==> config.mk <==
export PLATFORM = sky130hd
export DESIGN_NAME = dice_roller
export DESIGN_NICKNAME = d
export VERILOG_FILES = /design/src/rtl/dice_pkg.sv /design/src/rtl/dice_step_sel.sv /design/src/rtl/dice_face_reg.sv /design/src/rtl/dice_onehot_dec.sv /design/src/rtl/dice_roller.sv
export SDC_FILE = /design/constraint.sdc
export NUM_CORES = 1
export LEC_CHECK = 0
export BUFFER_PORTS_ARGS = -buffer_cell sky130_fd_sc_hd__buf_4
export CORE_AREA = 2 2 39 41
export CTS_CLUSTER_SIZE = 25
export DETAILED_ROUTE_END_ITERATION = 8
export DIE_AREA = 0 0 41 43
export GPL_ROUTABILITY_DRIVEN = 0
export GPL_TIMING_DRIVEN = 1
export PLACE_DENSITY = 0.35
export SYNTH_ARGS = -nofsm -noshare
export SYNTH_HDL_FRONTEND = slang
export SYNTH_SLANG_ARGS = --single-unit
==> constraint.sdc <==
create_clock -name clk -period 2.4 [get_ports clk]
set_input_delay 0.24 -clock clk [delete_from_list [all_inputs] [get_ports clk]]
set_output_delay 0.24 -clock clk [all_outputs]
set_load 0.005 [all_outputs]
==> src/rtl/dice_pkg.sv <==
// Package: dice_pkg
// Shared defaults and the step classification used between the next-state
// classifier and the face register. Assumes nothing about the clock domain.
package dice_pkg;

    localparam int DICE_FACE_W_DEF   = 3;
    localparam int DICE_FACE_MAX_DEF = 6;
    localparam int DICE_FACE_MIN_DEF = 1;

    // What the face register does at the next enabled edge.
    typedef enum logic [1:0] {
        STEP_HOLD = 2'd0,
        STEP_DOWN = 2'd1,
        STEP_WRAP = 2'd2
    } dice_step_e;

endpackage

==> src/rtl/dice_step_sel.sv <==
// Module: dice_step_sel
// Classifies the next step of the face register from the current face and
// the roll enable: hold, step down by one, or wrap back to the top face.
// Assumes the current face always lies in [FACE_MIN, FACE_MAX].
module dice_step_sel
    import dice_pkg::*;
#(
    parameter int FACE_W   = DICE_FACE_W_DEF,
    parameter int FACE_MAX = DICE_FACE_MAX_DEF,
    parameter int FACE_MIN = DICE_FACE_MIN_DEF
) (
    input  logic [FACE_W-1:0] cur_face,
    input  logic              roll_en,
    output dice_step_e        step
);

    localparam logic [FACE_W-1:0] LOW_FACE = FACE_W'(FACE_MIN);

    // Pick the step kind; the bottom face wraps instead of decrementing.
    always_comb begin
        if (!roll_en) begin
            step = STEP_HOLD;
        end else if (cur_face == LOW_FACE) begin
            step = STEP_WRAP;
        end else begin
            step = STEP_DOWN;
        end
    end

endmodule

==> src/rtl/dice_face_reg.sv <==
// Module: dice_face_reg
// Holds the current face. A synchronous active-low reset loads the top face;
// otherwise the register applies the step chosen by dice_step_sel. The wrap
// loads the top face in one edge, so no zero state is ever stored.
// Assumes rst_n is synchronous to clk.
module dice_face_reg
    import dice_pkg::*;
#(
    parameter int FACE_W   = DICE_FACE_W_DEF,
    parameter int FACE_MAX = DICE_FACE_MAX_DEF,
    parameter int FACE_MIN = DICE_FACE_MIN_DEF
) (
    input  logic              clk,
    input  logic              rst_n,
    input  logic              roll_en,
    input  dice_step_e        step,
    output logic [FACE_W-1:0] face_q
);

    localparam logic [FACE_W-1:0] TOP_FACE = FACE_W'(FACE_MAX);
    localparam logic [FACE_W-1:0] LOW_FACE = FACE_W'(FACE_MIN);
    localparam logic [FACE_W-1:0] ONE      = FACE_W'(1);

    // Face register update: reset first, then the selected step.
    always_ff @(posedge clk) begin
        if (!rst_n) begin
            face_q <= TOP_FACE;
        end else begin
            case (step)
                STEP_DOWN: face_q <= face_q - ONE;
                STEP_WRAP: face_q <= TOP_FACE;
                default:   face_q <= face_q;
            endcase
        end
    end

    // Leaving reset, the register holds the top face.
    assert_reset_load_R1: assert property (@(posedge clk) disable iff (!rst_n)
        $rose(rst_n) |-> face_q == TOP_FACE);

    // An enabled step above the bottom face lowers the face by one.
    assert_step_down_R2: assert property (@(posedge clk) disable iff (!rst_n)
        (roll_en && face_q != LOW_FACE) |=> face_q == $past(face_q) - ONE);

    // An enabled step at the bottom face lands on the top face directly.
    assert_wrap_top_R3: assert property (@(posedge clk) disable iff (!rst_n)
        (roll_en && face_q == LOW_FACE) |=> face_q == TOP_FACE);

    // A low enable freezes the face.
    assert_hold_R4: assert property (@(posedge clk) disable iff (!rst_n)
        !roll_en |=> $stable(face_q));

    // Face never shows zero or a value above the top face.
    assert_face_range_R5: assert property (@(posedge clk) disable iff (!rst_n)
        face_q >= LOW_FACE && face_q <= TOP_FACE);

endmodule

==> src/rtl/dice_onehot_dec.sv <==
// Module: dice_onehot_dec
// Decodes the binary face into one line per face; line k is high for face k+1.
// Assumes the face lies in [1, FACE_MAX]; out-of-range codes give all zeros.
module dice_onehot_dec
    import dice_pkg::*;
#(
    parameter int FACE_W   = DICE_FACE_W_DEF,
    parameter int FACE_MAX = DICE_FACE_MAX_DEF
) (
    input  logic                clk,
    input  logic                rst_n,
    input  logic [FACE_W-1:0]   face,
    output logic [FACE_MAX-1:0] lines
);

    localparam logic [FACE_W-1:0] ONE = FACE_W'(1);

    // One comparator per face line.
    for (genvar k = 0; k < FACE_MAX; k++) begin : g_line
        assign lines[k] = (face == FACE_W'(k + 1));
    end

    // Exactly one line high, and it is the one that matches the binary face.
    assert_onehot_match_R6: assert property (@(posedge clk) disable iff (!rst_n)
        $countones(lines) == 1 && lines[face - ONE]);

endmodule

==> src/rtl/dice_roller.sv <==
// Module: dice_roller
// Electronic dice face counter: steps the face down from the top face to 1
// while roll_en is high, reloading the top face in place of zero, and gives
// the face both in binary and as one line per face.
// Assumes a single clock and a reset synchronous to it.
module dice_roller
    import dice_pkg::*;
#(
    parameter int FACE_W   = DICE_FACE_W_DEF,
    parameter int FACE_MAX = DICE_FACE_MAX_DEF,
    parameter int FACE_MIN = DICE_FACE_MIN_DEF
) (
    input  logic                clk,
    input  logic                rst_n,
    input  logic                roll_en,
    output logic [FACE_W-1:0]   face,
    output logic [FACE_MAX-1:0] face_onehot
);

    dice_step_e        step;
    logic [FACE_W-1:0] face_q;

    dice_step_sel #(
        .FACE_W  (FACE_W),
        .FACE_MAX(FACE_MAX),
        .FACE_MIN(FACE_MIN)
    ) u_step (
        .cur_face(face_q),
        .roll_en (roll_en),
        .step    (step)
    );

    dice_face_reg #(
        .FACE_W  (FACE_W),
        .FACE_MAX(FACE_MAX),
        .FACE_MIN(FACE_MIN)
    ) u_reg (
        .clk    (clk),
        .rst_n  (rst_n),
        .roll_en(roll_en),
        .step   (step),
        .face_q (face_q)
    );

    dice_onehot_dec #(
        .FACE_W  (FACE_W),
        .FACE_MAX(FACE_MAX)
    ) u_dec (
        .clk  (clk),
        .rst_n(rst_n),
        .face (face_q),
        .lines(face_onehot)
    );

    assign face = face_q;

    // Reset wins over an active roll enable.
    assert_reset_priority_R7: assert property (@(posedge clk)
        (!rst_n && roll_en) |=> face == FACE_W'(FACE_MAX));

endmodule

==> results of run 1 <==
==> critical path, cell delays in order, from the launching register on <==
cell     delay (ns)
dfxtp_1        0.41
inv_1          0.13
ha_1           0.22
and2b_2        0.19
buf_4          0.13
==> cell usage in the layout, fill, tap and decap left out <==
cell type | synthesis | final
o22ai_1 | 1 | 1
clkbuf_1 | 0 | 1
ha_1 | 5 | 5
nor3b_2 | 1 | 1
o21a_1 | 2 | 2
nor2_1 | 1 | 1
nand2_1 | 3 | 3
and2_2 | 3 | 3
clkbuf_4 | 0 | 3
buf_4 | 0 | 11
dfxtp_1 | 3 | 3
and2b_2 | 2 | 2
nand3_1 | 1 | 1
nor2b_2 | 1 | 1
inv_1 | 2 | 2
o21ai_0 | 1 | 1
==> Yosys cell counts, types with 2 or more instances <==
| library cell | n |
|---|---|
| ha_1 | 5 |
| nand2_1 | 3 |
| and2b_2 | 2 |
| o21a_1 | 2 |
| dfxtp_1 | 3 |
| inv_1 | 2 |
| and2_2 | 3 |
==> power breakdown <==
group          internal (uW)  total, uW  leakage (uW)  switching (uW)
Clock                   62.3       88.8     0.0000150            26.5
Sequential              54.1       60.1     0.0000248            5.99
Combinational           25.8       42.1      0.000149            16.3
==> path summary, 6_finish.rpt <==
check | startpoint | endpoint | slack (ns) | cells after the start
setup / recovery | u_reg.face_q[0]$_SDFFE_PN0P_ | face_onehot[1] | 0.86 | 4
hold / removal | rst_n | u_reg.face_q[2]$_SDFFE_PN1P_ | 0.18 | 2
setup reg to reg | u_reg.face_q[0]$_SDFFE_PN0P_ | u_reg.face_q[2]$_SDFFE_PN1P_ | 1.14 | 5
hold reg to reg | u_reg.face_q[1]$_SDFFE_PN1P_ | u_reg.face_q[1]$_SDFFE_PN1P_ | 0.59 | 2
==> logic make-up after synthesis <==
group	share of synthesized area
AOI/OAI and AO/OA	0.111
adders and majority gates	0.263
buffers and inverters	0.0316
DFF	0.253
and+or+nand+nor	0.342
==> metal layers <==
metal | up-vias | track usage
li1 | 115 | -
met1 | 101 | 0.0701
met2 | 5 | 0.103
met3 | 2 | 0.0157
met4 | 0 | 0.100
met5 | - | 0
==> area by class of cell <==
class | count | area [um2] | share of cell area
Inverter | 2 | 7.51 | 0.0205
Clock buffer | 4 | 26.3 | 0.0717
Timing Repair Buffer | 11 | 82.6 | 0.225
Tap cell | 16 | 20.0 | 0.0546
Multi-Input combinational cell | 21 | 170 | 0.464
Sequential cell | 3 | 60.1 | 0.164
==> per-stage QoR <==
stage                     worst slack [ns]  total power (uW)  std cells  hold slack, ns
after floorplan                       1.24              81.5         26           0.302
after global placement                1.08               105         53           0.427
after detailed placement              1.08               104         53           0.427
after CTS                            0.826               197         57           0.179
after global routing                 0.738               207         57           0.183
final                                0.857               191         57           0.184
==> results.ini, run 1 <==
[layout]
largest_register = u_reg.face_q
area.growth.synth_to_final_pct = 54.2
top_regs = u_reg.face_q (3)
finish.net_count = 50
antennaDiodeCount = 0
fill_cells = 157
largest_register_ff_count = 3
finish.utilization = 0.265
fin_area_um2 = 367
drive_gt1_frac = 0.512

[clock_tree]
clkLatencyLatePin_ns = 0.23
cts_hold_buffers_added = 0
cts_setup_buffers = 0
clock-sinks = 3
worst_setup_hold_path_clk_slew_ns = 0.04
cts_tree = built
cts_htree_levels = 1
cts.repair.resized = 0
cts-buffers-inserted = 3
cts.path.max_buffers = 2
cts.root.buffer_cell = clkbuf_4

[logic_synthesis]
post_synth_instance_area_um2 = 238
post-synth-top-area-fraction = 0.263
synth_edf_count = 0
synth-seq-cells = 3
synth_largest_area_cell = ha_1
ys.flop_type = dfxtp_1
yosysWarningCount = 0
ys_async_sr_fraction = 0
mappedNetlistNets = 34
synth_top_cells_by_area = ha_1, dfxtp_1, and2_2
synth_cell_types = 13
synth-seq-area-share = 0.253
postSynthCellCount = 26
syn_avg_cell_area_um2 = 9.14

[die]
rows = 14
design.die.area_um2 = 1760
num_io_pins = 12
fp.coreArea_um2 = 1380
die_width_um = 41
die_h_um = 43
initial_cell_density_of_the_core = 0.172

[route]
drt_pass1_iterations = 1
detailroute.via_count = 223
detailroute.wirelength.met2_um = 286
remaining_drc_errors = 0
drt_first_iter_violations = 0
drt_wl_total_um = 496
avgRoutedWirePerCell_um = 8.70
postRouteAntennaNets = 0
maxUsedRoutingLayer = met4
wl_met3_um = 14
m1WireLength_um = 176
via_per_inst = 3.91

[timing]
maxClockFrequency_mhz = 648
totalNegativeSetupSlack_ns = 0
timing_worst_slew_pin_value_ns = 0.254
finalMaxSlewViolations = 0
finalClockSkew_ns = 0.00192
setup-violations-final = 0
finalCriticalPeriod_ns = 1.54
maxSlewHeadroom = 0.831
rsz0062_at_grt = no
layout_worst_path_cycle_share = 0.643
hold_violations = 0

[grt]
grt_start_max_net_pins = 10
grt_antenna_before_repair = 0
gr-usage-all-layers = 0.0731
globalRouteOverflowTotal = 0
grt_pass1_vias = 204
first_pass_grt_wire_length_um = 800

[critical_path]
worst_setup_end_kind = output pin
crit_path_start_kind = flop
critPathArrivalTime_ns = 1.30
worstSetupPathType = reg -> out
worst-path-max-fanout = 5
worst_ep_required_time_ns = 2.16

[pwr]
vdd_ir_drop_max_uv = 239
power.leakage_uw = 0.000189
cellPowerDensity_nw_per_um2 = 521

[hold_path]
min-delay-path-class = in -> reg

[run]
drv_cap = 0

[run_status]
status = finished, final reports clean

[place]
dpl_wire_length_um = 390
portBuffers = 11
placedInstanceArea_um2 = 340

Note: power is estimated with default switching activity, not from simulation.
==> run 2, diff against run 1 <==
--- a/config.mk
+++ b/config.mk
@@ -12,7 +12,7 @@
 export DIE_AREA = 0 0 41 43
 export GPL_ROUTABILITY_DRIVEN = 0
 export GPL_TIMING_DRIVEN = 1
-export PLACE_DENSITY = 0.35
+export PLACE_DENSITY = 0.37
 export SYNTH_ARGS = -nofsm -noshare
 export SYNTH_HDL_FRONTEND = slang
 export SYNTH_SLANG_ARGS = --single-unit
==> constraint.sdc (replaced) <==
create_clock -name clk -period 1.3 [get_ports clk]
set_input_delay 0.13 -clock clk [delete_from_list [all_inputs] [get_ports clk]]
set_output_delay 0.13 -clock clk [all_outputs]
set_load 0.005 [all_outputs]
==> run 2 against run 1 <==
Net effect:
- non-clock buffer count rose by 5
- sequential share of layout area fell by 1.6 points
- die area did not move
- global-route usage decreased by 0.89 points
- setup slack worse by 0.82 ns
- register-to-register slack worse by 0.95 ns
- clock power grew 80%
- first-iteration DRC count increased by 1
- highest routed layer is now met3
- routed wire length is 3.6% higher
- flip-flop and latch count stayed put
- power increased by 97%
==> results.ini, run 2 (synthesis gave the netlist of run 1 again) <==
[critical_path]
crit_path_start_kind = flop
worstReg2RegStart = u_reg.face_q[0]$_SDFFE_PN0P_
worst_setup_end_kind = output pin
timing.reg2reg.setup_slack_ns = 0.19
worst_ep_required_time_ns = 1.17
worst-path-max-fanout = 3
crit_path_start = u_reg.face_q[0]$_SDFFE_PN0P_
critPathArrivalTime_ns = 1.14
worstSetupPathType = reg -> out

[clock_tree]
cts.path.max_buffers = 2
cts.root.buffer_cell = clkbuf_4
clkLatencyLatePin_ns = 0.23
clock-sinks = 3
cts_tree = built
cts-buffers-inserted = 3
cts_htree_levels = 1
worst_setup_hold_path_clk_slew_ns = 0.04

[die]
die_h_um = 43
fp.coreArea_um2 = 1380
die_width_um = 41
rows = 14
design.die.area_um2 = 1760
num_io_pins = 12
initial_cell_density_of_the_core = 0.172

[grt]
gr-usage-all-layers = 0.0641
first_pass_grt_wire_length_um = 745
grt_start_max_net_pins = 10
grt_pass1_vias = 188
globalRouteOverflowTotal = 0
grt_antenna_before_repair = 0

[route]
avgRoutedWirePerCell_um = 8.29
drt_pass1_iterations = 2
drt_first_iter_violations = 1
remaining_drc_errors = 0
drt_wl_total_um = 514
detailroute.via_count = 232
via_per_inst = 3.74
postRouteAntennaNets = 0

[timing]
finalMaxSlewViolations = 0
hold_slack_ns = 0.0722
layout_worst_path_cycle_share = 0.974
setup-violations-final = 0
finalClockSkew_ns = 0.00180
timing_worst_slew_pin_value_ns = 0.291
maxSlewHeadroom = 0.805
maxClockFrequency_mhz = 790
hold_violations = 0
rsz0062_at_grt = yes
finalCriticalPeriod_ns = 1.27

[layout]
commonest_non_fill_non_tap_cells_in_the_layout = buf_4, and2_2, nand2_1, clkbuf_4
top_regs = u_reg.face_q (3)
largest_register = u_reg.face_q
finish.net_count = 55
fin_area_um2 = 439
antennaDiodeCount = 0
layout_commonest_cell = buf_4
instances_no_fill = 62
drive_gt1_frac = 0.717
largest_register_ff_count = 3
finish.utilization = 0.317
area.growth.synth_to_final_pct = 84.7

[place]
placedInstanceArea_um2 = 355
placedCellCount = 55
portBuffers = 11
dpl_wire_length_um = 409

[pwr]
vdd_ir_drop_max_uv = 440
power.leakage_uw = 0.000212
cellPowerDensity_nw_per_um2 = 858
total_power_uw = 377

[run]
drv_cap = 0

[hold_path]
min-delay-path-class = in -> reg
min_from = rst_n

[run_status]
status = finished, final reports clean

## run 2: changes by cell type in the layout (fill, tap and decap cells not counted), moves of 2 or more
| cell | change |
|---|---|
| inv_1 | -2 |
| buf_4 | +3 |
| ha_1 | -3 |
| inv_2 | +2 |
| buf_6 | +2 |
| ha_2 | +2 |
| dfxtp_1 | -2 |
## run 2: per-stage QoR
step | setup WS (ns) | TNS (ns)
2_1_floorplan | 0.138 | 0
3_3_place_gp | 0.103 | 0
3_5_place_dp | 0.101 | 0
4_1_cts | 0.00168 | 0
5_1_grt | -0.0168 | -0.0495
6_report | 0.0342 | 0
## run 2: critical path, cell delays in order, from the launching register on
cell,delay (ns)
dfxtp_4,0.34
buf_6,0.12
ha_4,0.14
and2b_2,0.18
buf_4,0.13
## run 2: what timing repair did
action / in CTS / in global routing
pin swaps: 0 / 1
resized for setup: 4 / 8
hold buffers: 0 / 0
setup endpoints to repair: 5 / 6
buffers inserted: 0 / 3
## run 2: routing by layer
layer	up-vias	part of all wire	GRT usage
li1	128	-	-
met1	98	0.46	0.0863
met2	6	0.46	0.0781
met3	0	0.076	0.0157
met4	0	0	0.0600
met5	-	0	0
## run 2: cell type report
cell class | count | area, um2
Multi-Input combinational cell | 21 | 193
Clock buffer | 4 | 26.3
Timing Repair Buffer | 16 | 128
Inverter | 2 | 7.51
Fill cell | 160 | 945
Tap cell | 16 | 20.0
Sequential cell | 3 | 65.1
## run 2: path summary, 6_finish.rpt
check	depth (start not counted)	to
min reg2reg	3	u_reg.face_q[1]$_SDFFE_PN1P_
min	2	u_reg.face_q[1]$_SDFFE_PN1P_
max reg2reg	5	u_reg.face_q[2]$_SDFFE_PN1P_
max	4	face_onehot[2]
## run 2: power breakdown
part | switching, uW | internal (uW)
clock | 45.2 | 115
sequential | 9.00 | 100
combinational | 40.9 | 66.7
total | 95.1 | 282
